**src/rtl/crypto_req_pkg.sv**
```systemverilog
`timescale 1ns/1ps
// Shared definitions for the crypto request checker: beat kinds, error codes
// and the precedence order of the rules. Assumes codes fit in 8 bits.
package crypto_req_pkg;

    typedef enum logic [1:0] {
        KIND_DATA = 2'd0,
        KIND_KEY  = 2'd1,
        KIND_IV   = 2'd2,
        KIND_SA   = 2'd3
    } beat_kind_e;

    localparam int unsigned CODE_W   = 8;
    localparam int unsigned NUM_VIOL = 7;

    // Rank 0 is the highest precedence.
    localparam int unsigned RANK_AES_OFF    = 0;
    localparam int unsigned RANK_EOB_ORPHAN = 1;
    localparam int unsigned RANK_NO_SOB     = 2;
    localparam int unsigned RANK_NO_KEY     = 3;
    localparam int unsigned RANK_NO_IV      = 4;
    localparam int unsigned RANK_CTR_WRAP   = 5;
    localparam int unsigned RANK_NO_EOP     = 6;

    localparam logic [CODE_W-1:0] CODE_BY_RANK [NUM_VIOL] = '{
        8'h13, 8'h03, 8'h02, 8'h17, 8'h19, 8'h07, 8'h1B
    };

endpackage

```
**src/rtl/crypto_req_packet_track.sv**
```systemverilog
`timescale 1ns/1ps
// Packet tracker. Opens a packet on an IV beat marked start-of-packet and
// counts data beats and AES data beats per packet. Flags a missing IV, a
// run past the length limit and an AES count past the block limit.
// Assumes counters may saturate once an error is already captured.
module crypto_req_packet_track
    import crypto_req_pkg::*;
#(
    parameter int unsigned MAX_PKT_BEATS = 4096,
    parameter int unsigned CTR_W         = 32,
    parameter logic [CTR_W-1:0] CTR_LIMIT = {{(CTR_W-1){1'b1}}, 1'b0}
) (
    input  logic       clk,
    input  logic       rst_n,
    input  logic       beat_fire,
    input  beat_kind_e kind,
    input  logic       aes,
    input  logic       sop,
    input  logic       eop,
    output logic       pkt_open,
    output logic       viol_no_iv,
    output logic       viol_ctr_wrap,
    output logic       viol_no_eop
);

    localparam int unsigned LEN_W = $clog2(MAX_PKT_BEATS + 1);
    localparam logic [LEN_W-1:0] LEN_LAST = LEN_W'(MAX_PKT_BEATS - 1);

    logic [LEN_W-1:0] len_cnt;
    logic [CTR_W-1:0] aes_cnt;
    logic             is_data;
    logic             in_pkt_data;

    // Classify the current beat.
    always_comb begin
        is_data     = (kind == KIND_DATA);
        in_pkt_data = beat_fire && is_data && pkt_open && !sop;
    end

    // Raw packet rule flags.
    always_comb begin
        viol_no_iv    = beat_fire && ((sop && kind != KIND_IV) ||
                                      (is_data && !sop && !pkt_open));
        viol_ctr_wrap = in_pkt_data && aes && (aes_cnt >= CTR_LIMIT);
        viol_no_eop   = in_pkt_data && !eop && (len_cnt >= LEN_LAST);
    end

    // Packet state and per-packet counters, cleared at each start-of-packet.
    always_ff @(posedge clk) begin
        if (!rst_n) begin
            pkt_open <= 1'b0;
            len_cnt  <= '0;
            aes_cnt  <= '0;
        end else if (beat_fire) begin
            if (sop) begin
                pkt_open <= !eop;
                len_cnt  <= '0;
                aes_cnt  <= '0;
            end else begin
                if (is_data && pkt_open) begin
                    if (len_cnt != '1) begin
                        len_cnt <= len_cnt + 1'b1;
                    end
                    if (aes && aes_cnt != '1) begin
                        aes_cnt <= aes_cnt + 1'b1;
                    end
                end
                if (eop) begin
                    pkt_open <= 1'b0;
                end
            end
        end
    end

endmodule

```
**config.mk**
```make
export PLATFORM = sky130hd
export DESIGN_NAME = crypto_req_packet_track
export DESIGN_NICKNAME = d
export VERILOG_FILES = /design/src/rtl/crypto_req_pkg.sv /design/src/rtl/crypto_req_packet_track.sv
export SDC_FILE = /design/constraint.sdc
export NUM_CORES = 1
export LEC_CHECK = 0
export ABC_CLOCK_PERIOD_IN_PS = 4000
export BUFFER_PORTS_ARGS = -buffer_cell sky130_fd_sc_hd__buf_4
export CAP_MARGIN = 30
export CORE_MARGIN = 4
export CORE_UTILIZATION = 65
export CTS_BUF_LIST = sky130_fd_sc_hd__clkbuf_4 sky130_fd_sc_hd__clkbuf_8 sky130_fd_sc_hd__clkbuf_16
export CTS_CLUSTER_DIAMETER = 100
export CTS_CLUSTER_SIZE = 12
export DETAILED_ROUTE_END_ITERATION = 7
export HOLD_SLACK_MARGIN = 0.15
export PLACE_DENSITY = 0.83
export SYNTH_ARGS = -nofsm -noshare
export SYNTH_HDL_FRONTEND = slang
export SYNTH_SLANG_ARGS = --single-unit
```
**constraint.sdc**
```tcl
create_clock -name clk -period 4 [get_ports clk]
set_clock_uncertainty 0.1 [all_clocks]
set_input_delay 0.6 -clock clk [delete_from_list [all_inputs] [get_ports clk]]
set_output_delay 0.6 -clock clk [all_outputs]
set_load 0.01 [all_outputs]
```
Yosys cells after proc, flatten, opt, wreduce, memory -nomap -nowiden
Cells that the tools add are included.
{ "word_totals": {"register_bits": 46, "latch_bits": 0, "ram_bits": 0, "mem_bits_ro": 0, "out_inout_bits": 4, "mem_count": 0} }
{ "classes": {"n_addsub": 2, "mul": 0, "n_div": 0, "n_lt_le_gt_ge": 2, "eq_ne": 3, "shifts": 0, "n_mux": 8, "bitwise_logic": 0, "n_reduce_logical": 25} }
{ "op_table": {"columns": ["cell", "n"], "rows": [
  ["$mux 32", 3],
  ["$mux 13", 3],
  ["$add 32x1->32 const B", 1],
  ["$ge 32x32->1 const B", 1],
  ["$ne 32x32->1 const B", 1],
  ["$add 13x1->13 const B", 1],
  ["$ge 13x12->1 const B", 1],
  ["$logic_and 1x1->1", 13],
  ["$ne 13x13->1 const B", 1],
  ["$reduce_bool 2->1", 4],
  ["$reduce_and 3->1", 2],
  ["$logic_not 1->1", 3],
  ["$logic_not 2->1", 1],
  ["$mux 1", 2],
  ["$ne 2x2->1 const B", 1],
  ["$reduce_and 2->1", 1],
  ["$logic_or 1x1->1", 1]
]} }

Depth between registers and ports, before layout
Gate-level depths: netlist of run 1.
{ "depth": {"word_depth": 6, "ltp_mapped": 9} }

Worst setup path after synthesis of run 1
Ideal clock, no wire load.
{ "synth_timing": {"path_kind": "register -> output", "from": "reg aes_cnt[13]", "to": "out viol_ctr_wrap", "arrival_ns": 1.735, "required_ns": 3.300, "setup_slack_ns": 1.565, "path_stages_with_launch": 6, "cell_sequence": "dfxtp_1 > and3_1 > buf_6 > nand3_1 > or4_1 > nor4_1"} }
{ "synth_via": {"elab_chain_len": 2} }
{ "synth_lines": {"columns": ["item", "line_no", "rtl"], "rows": [
  ["start, declared", "crypto_req_packet_track.sv:30", "logic [CTR_W-1:0] aes_cnt;"],
  ["start signal, assigned", "crypto_req_packet_track.sv:65", "aes_cnt <= aes_cnt + 1'b1;"],
  ["$ge 32x32->1", "crypto_req_packet_track.sv:44", "viol_ctr_wrap = in_pkt_data && aes && (aes_cnt >= CTR_LIMIT);"],
  ["$logic_and 1x1->1", "crypto_req_packet_track.sv:44", null],
  ["end, declared", "crypto_req_packet_track.sv:22", "output logic viol_ctr_wrap,"]
]} }
Every way passes these cells.

Worst setup path after layout of run 1
Ends and elaborated chain as after synthesis.

==> results of run 1 <==
==> registers in the layout, indices dropped and copies added (netlist names) <==
signal	flops
pkt_open	1
len_cnt	13
aes_cnt	32
==> Yosys cell counts, types with 3 or more instances <==
library cell and n:
nand4_1 14, a41oi_1 4, nand3_1 25, o221a_2 8, a21oi_1 32, o22ai_1 7
a31oi_1 15, a41o_1 3, or4_1 5, nand2b_1 3, clkbuf_1 20, o21ai_0 9
and2_1 9, buf_6 3, a311oi_1 4, and4_1 7, and3_1 14, buf_2 4
or3_1 4, ha_1 3, dfxtp_1 46, o21a_1 3, nor3_1 17, nor2_1 16
a211oi_1 8, nor4_1 4, inv_1 9, nand2_1 26
==> layer usage <==
layer / vias up / part of all wire, %
li1: 1365 / -
met1: 1345 / 46
met2: 155 / 44
met3: 21 / 7.9
met4: 0 / 1.7
met5: - / 0
==> power breakdown <==
part / switching, W / leakage (nW) / internal [W] / total, W
clock network: 0.000167 / 0.0579 / 0.000184 / 0.000351
registers: 0.000000685 / 0.370 / 0.000458 / 0.000459
logic: 0.0000393 / 0.566 / 0.0000154 / 0.0000547
==> metrics by stage <==
| stage | utilization [%] | hold slack, ns |
|---|---|---|
| final | 72.0 | 0.368 |
| after global routing | 72.0 | 0.380 |
| after global placement | 69.4 | 0.354 |
| after floorplan | - | 0.337 |
| after detailed placement | 69.4 | 0.364 |
| after CTS | 72.0 | 0.365 |
==> path summary, 6_finish.rpt <==
kind,startpoint,end
setup / recovery,aes_cnt[13],viol_ctr_wrap
hold / removal,eop,pkt_open
setup reg to reg,aes_cnt[0],aes_cnt[9]
hold reg to reg,aes_cnt[19],aes_cnt[19]
==> area by class of cell <==
class,instances,area share (%)
clock inverters,3,1.36
clock buffers,5,2.34
inverters,9,1.15
multi-input cells,270,57.9
flip-flops and latches,46,31.3
repair buffers,15,3.83
well taps,50,2.13
==> worst reg2reg max path, stage by stage (launching register included) <==
cell      delay (ns)
dfxtp_1         0.42
ha_1            0.23
and3_1          0.24
and4_1          0.46
a41o_1          0.89
a211oi_1        0.19
o221a_2         0.29
==> placed cells by master (no fill, tap or decap), drive strengths merged, types with 3 or more instances in the layout <==
cell    synthesis  final
a211oi          8      8
a21oi          33     33
a311oi          4      4
a31oi          15     15
a41o            3      3
a41oi           4      4
and2            9      9
and3           15     15
and4            7      7
buf             8     15
clkbuf         20      5
dfxtp          46     46
ha              3      3
inv             9      9
nand2          26     26
nand2b          3      3
nand3          25     25
nand4          14     14
nor2           16     16
nor3           17     17
nor4            5      5
o21a            3      3
o21ai           9      9
o221a           8      8
o22ai           7      7
or3             4      4
or4             5      5
==> logic make-up after synthesis <==
group / after synthesis / share of synthesized area (%)
AO/OA/AOI/OAI: 112 / 28.1
adder cells (fa/ha/maj): 3 / 1.34
buffers and inverters: 37 / 5.96
multiplexers: 2 / 0.717
AND/OR/NAND/NOR: 152 / 30.6
flip-flops: 46 / 33.0
XOR/XNOR: 1 / 0.314
==> results.cfg, run 1 <==
[critical_path]
startpoint_type = register
required_ns = 3.30
cpMaxStageDelayCell = or4_1
crit_family = simple AND/OR/NAND/NOR gates
r2r_cells = 6
path_depth = 5
max_stage_delay_ns = 0.63
crit_buf_inv = 1
critPathKind = register to output pin
cp-end-kind = output pin
cp_cell_sequence = and3_1, nand3_1, or4_1, nor4_1, buf_4
cp.arrival_ns = 2.46
regToRegSetupSlack_ns = 1.09
cp_max_fo = 8

[power_and_ir_drop]
power.density_nw_per_um2 = 294
irDropWorstVdd_uv = 226
total_leakage_power_nw = 0.995
finalPower_w = 0.000865

[global_routing]
met2_usage_pct = 43.4
grt_max_degree = 39
met1_usage_pct = 41.4
grt_pass1_wl_um = 12300
overflow = 0
grt_most_used_layer = met2
grt_use_total_pct = 28.7
antenna_found_initial = 0
grt_pass1_vias = 2584
use_met3_pct = 5.06

[timing]
maxSlewViolCount = 0
rsz0062_at_grt = false
timing.final.ws_setup_ns = 0.841
final.setup.tns_ns = 0
fin_crit_ns = 3.16
finalHoldViolCount = 0
fin_crit_sh_pct = 79.0
setup_violations = 0
fmax_mhz = 317
timing.slew.headroom_pct = 34.6
tightest_slew_ns = 0.981

[cts]
cts_buffers = 5
post_cts_buffers = 0
post_cts_resized = 0
postCtsHoldBufs = 0
cts.sinks = 46
htreeDepth = 2
clkLatencyLatePin_ns = 0.31
cts_tree = built
max-clock-path-buffers = 2
cts_root_buffer = clkbuf_8
cts.clk_slew.worst_paths_ns = 0.09

[run]
maxCapViolCount = 0

[floorplan]
rows = 23
core_area_um2 = 4090
pin_count = 12
dieArea_um2 = 5410
start_util_pct = 68.3
dieWidth_um = 73.5
die_h_um = 73.5

[min_path]
hold_class = input port to register
min_delay_path_depth = 2

[layout]
syn_to_final_growth_pct = 5.42
multiInputGateArea_um2 = 1700
fin_nets = 358
drive_gt1_share_pct = 11.2
final_area_um2 = 2940
nFillCells = 348
regArea_um2 = 921
antennaDiodeCount = 0
layoutNonFillerInstCount = 398

[logic_synthesis]
ys.flop_type = dfxtp_1
ys_seq_area_share_pct = 33.0
syn_avg_cell_area_um2 = 7.91
yosys_warnings = 0
synth_top_area_cell = dfxtp_1
synthCells = 353
synthDistinctLibCells = 53
synth_nets = 364
synthArstFlopShare_pct = 0
synth_top_area_share_pct = 33.0
synthTopCellsByArea = dfxtp_1, a21oi_1, nand3_1
syn_area_um2 = 2790
ys_seq_elements = 46
synth-edff-count = 0

[detailed_routing]
wl_per_cell_um = 18.6
drt_pre_antenna_iters = 5
drt_iter0_drc = 456
routed_wl_um = 7400
drc = 0
ant_nets = 0
vias = 2886
vias_per_cell = 7.25

[placed_design]
pre_cts_slack_ns = 1.13
placed_area_um2 = 2830
port_buffers = 11
gp_congestion = 0.858
dp_hpwl_um = 4880
dp.cells = 390

[status]
status = finished, final reports clean
No activity file was read; power rests on OpenSTA's default activity.
==> inputs of run 2 (changes only) <==
--- a/config.mk
+++ b/config.mk
@@ -5,17 +5,17 @@
 export SDC_FILE = /design/constraint.sdc
 export NUM_CORES = 1
 export LEC_CHECK = 0
-export ABC_CLOCK_PERIOD_IN_PS = 4000
+export ABC_CLOCK_PERIOD_IN_PS = 2590
 export BUFFER_PORTS_ARGS = -buffer_cell sky130_fd_sc_hd__buf_4
 export CAP_MARGIN = 30
 export CORE_MARGIN = 4
-export CORE_UTILIZATION = 65
+export CORE_UTILIZATION = 55
 export CTS_BUF_LIST = sky130_fd_sc_hd__clkbuf_4 sky130_fd_sc_hd__clkbuf_8 sky130_fd_sc_hd__clkbuf_16
 export CTS_CLUSTER_DIAMETER = 100
 export CTS_CLUSTER_SIZE = 12
 export DETAILED_ROUTE_END_ITERATION = 7
 export HOLD_SLACK_MARGIN = 0.15
-export PLACE_DENSITY = 0.83
+export PLACE_DENSITY = 0.75
 export SYNTH_ARGS = -nofsm -noshare
 export SYNTH_HDL_FRONTEND = slang
 export SYNTH_SLANG_ARGS = --single-unit
==> constraint.sdc (replaced) <==
create_clock -name clk -period 2.59 [get_ports clk]
set_clock_uncertainty 0.1 [all_clocks]
set_input_delay 0.3885 -clock clk [delete_from_list [all_inputs] [get_ports clk]]
set_output_delay 0.3885 -clock clk [all_outputs]
set_load 0.01 [all_outputs]
==> results.cfg, run 2 (synthesis results as in run 1) <==
[status]
status = finished, final reports clean

[timing]
hold_ws_ns = 0.162
fin_crit_ns = 2.43
timing.slew.headroom_pct = 69.7
final.setup.tns_ns = 0
tightest_slew_ns = 0.452
rsz0062_at_grt = true
fin_crit_sh_pct = 93.9
timing.final.ws_setup_ns = 0.158
maxSlewViolCount = 0
finalHoldViolCount = 0
setup_violations = 0
fmax_mhz = 411

[cts]
cts.clk_slew.worst_paths_ns = 0.09
clkLatencyLatePin_ns = 0.30
cts.sinks = 46
cts_tree = built
post_cts_buffers = 0
cts_buffers = 5
htreeDepth = 2
max-clock-path-buffers = 2
postCtsHoldBufs = 0
cts_root_buffer = clkbuf_8

[layout]
drive_gt1_share_pct = 16.6
fin_nets = 371
largest_register_ffs = 32
reg_top3 = aes_cnt: 32 flops, len_cnt: 13 flops, pkt_open: 1 flops
fin_util_pct = 63.9
mostFrequentLayoutCells = dfxtp_1, a21oi_1, buf_4
syn_to_final_growth_pct = 10.3
final_common_cell = dfxtp_1
largest_register = aes_cnt
antennaDiodeCount = 0

[global_routing]
grt_max_degree = 39
antenna_found_initial = 0
grt_pass1_wl_um = 12900
overflow = 0
grt_use_total_pct = 25.4
grt_pass1_vias = 2572

[placed_design]
pre_cts_slack_ns = 0.162
port_buffers = 11
dp_hpwl_um = 5150
gp_congestion = 0.864

[min_path]
hold_class = input port to register

[critical_path]
required_ns = 2.10
cp-end-kind = output pin
critPathKind = register to output pin
startpoint_type = register
cp.arrival_ns = 1.94
cp_max_fo = 6

[floorplan]
die_h_um = 79.2
dieArea_um2 = 6280
start_util_pct = 57.9
pin_count = 12
dieWidth_um = 79.2
core_area_um2 = 4820
rows = 25

[detailed_routing]
drc = 0
vias_per_cell = 6.83
ant_nets = 0
vias = 2922
wl_per_cell_um = 17.3
routed_wl_um = 7420
drt_iter0_drc = 387
drt_pre_antenna_iters = 5

[power_and_ir_drop]
switchingPower_w = 0.000304
seqPwrFrac_pct = 56.0
p_int_w = 0.000961
total_leakage_power_nw = 1.06
irDropWorstVdd_uv = 214
pwr-share-clk_pct = 37.0
switching_share_pct = 24.1
power.density_nw_per_um2 = 411
comb_power_share_pct = 7.0

[run]
maxCapViolCount = 0
==> run 2: stage by stage <==
stage          total power, W  instances  instance area, µm²
5_1_grt               0.00133        428                3080
4_1_cts               0.00128        428                3070
3_3_place_gp         0.000811        420                2960
3_5_place_dp         0.000811        420                2960
2_1_floorplan        0.000779        353                2790
6_report              0.00127        428                3080
==> run 2: area by class of cell <==
cell class / count / area (µm²)
Fill cell: 465 / 1740
Multi-Input combinational cell: 270 / 1730
Sequential cell: 46 / 925
Timing Repair Buffer: 28 / 210
Clock buffer: 7 / 90.1
Tap cell: 67 / 83.8
Inverter: 9 / 33.8
Clock inverter: 1 / 5.00
==> run 2: worst max-delay path, stage by stage, from the launching register on <==
cell,delay (ns)
dfxtp_2,0.37
and3_1,0.21
nand3_2,0.15
or4_1,0.56
nor4_2,0.19
buf_4,0.17
==> run 2: routing by layer <==
| metal | global-route usage (%) | part of all wire, % |
|---|---|---|
| met5 | 0 | 0 |
| met4 | 9.28 | 1.6 |
| met3 | 4.65 | 9.3 |
| met2 | 36.0 | 44 |
| met1 | 37.9 | 45 |
==> run 2: power by group through the flow <==
| stage | clock network, W | logic [W] | registers (W) |
|---|---|---|---|
| floorplan | 0 | 0.0000533 | 0.000726 |
| global placement | 0 | 0.0000856 | 0.000725 |
| detailed placement | 0 | 0.0000855 | 0.000725 |
| CTS | 0.000484 | 0.0000859 | 0.000709 |
| global route | 0.000523 | 0.0000951 | 0.000709 |
| finish | 0.000469 | 0.0000879 | 0.000709 |
==> run 2: timing repair <==
action,CTS,global route
setup endpoints to repair,1,7
gates cloned,0,0
pin swaps,0,1
resized for setup,2,5
==> run 2: final timing paths <==
path	from	to	slack, ns	cells after the start
hold reg to reg	aes_cnt[14]	aes_cnt[14]	0.36	1
hold / removal	eop	pkt_open	0.16	2
setup / recovery	aes_cnt[13]	viol_ctr_wrap	0.16	5
setup reg to reg	aes_cnt[1]	aes_cnt[6]	0.17	7
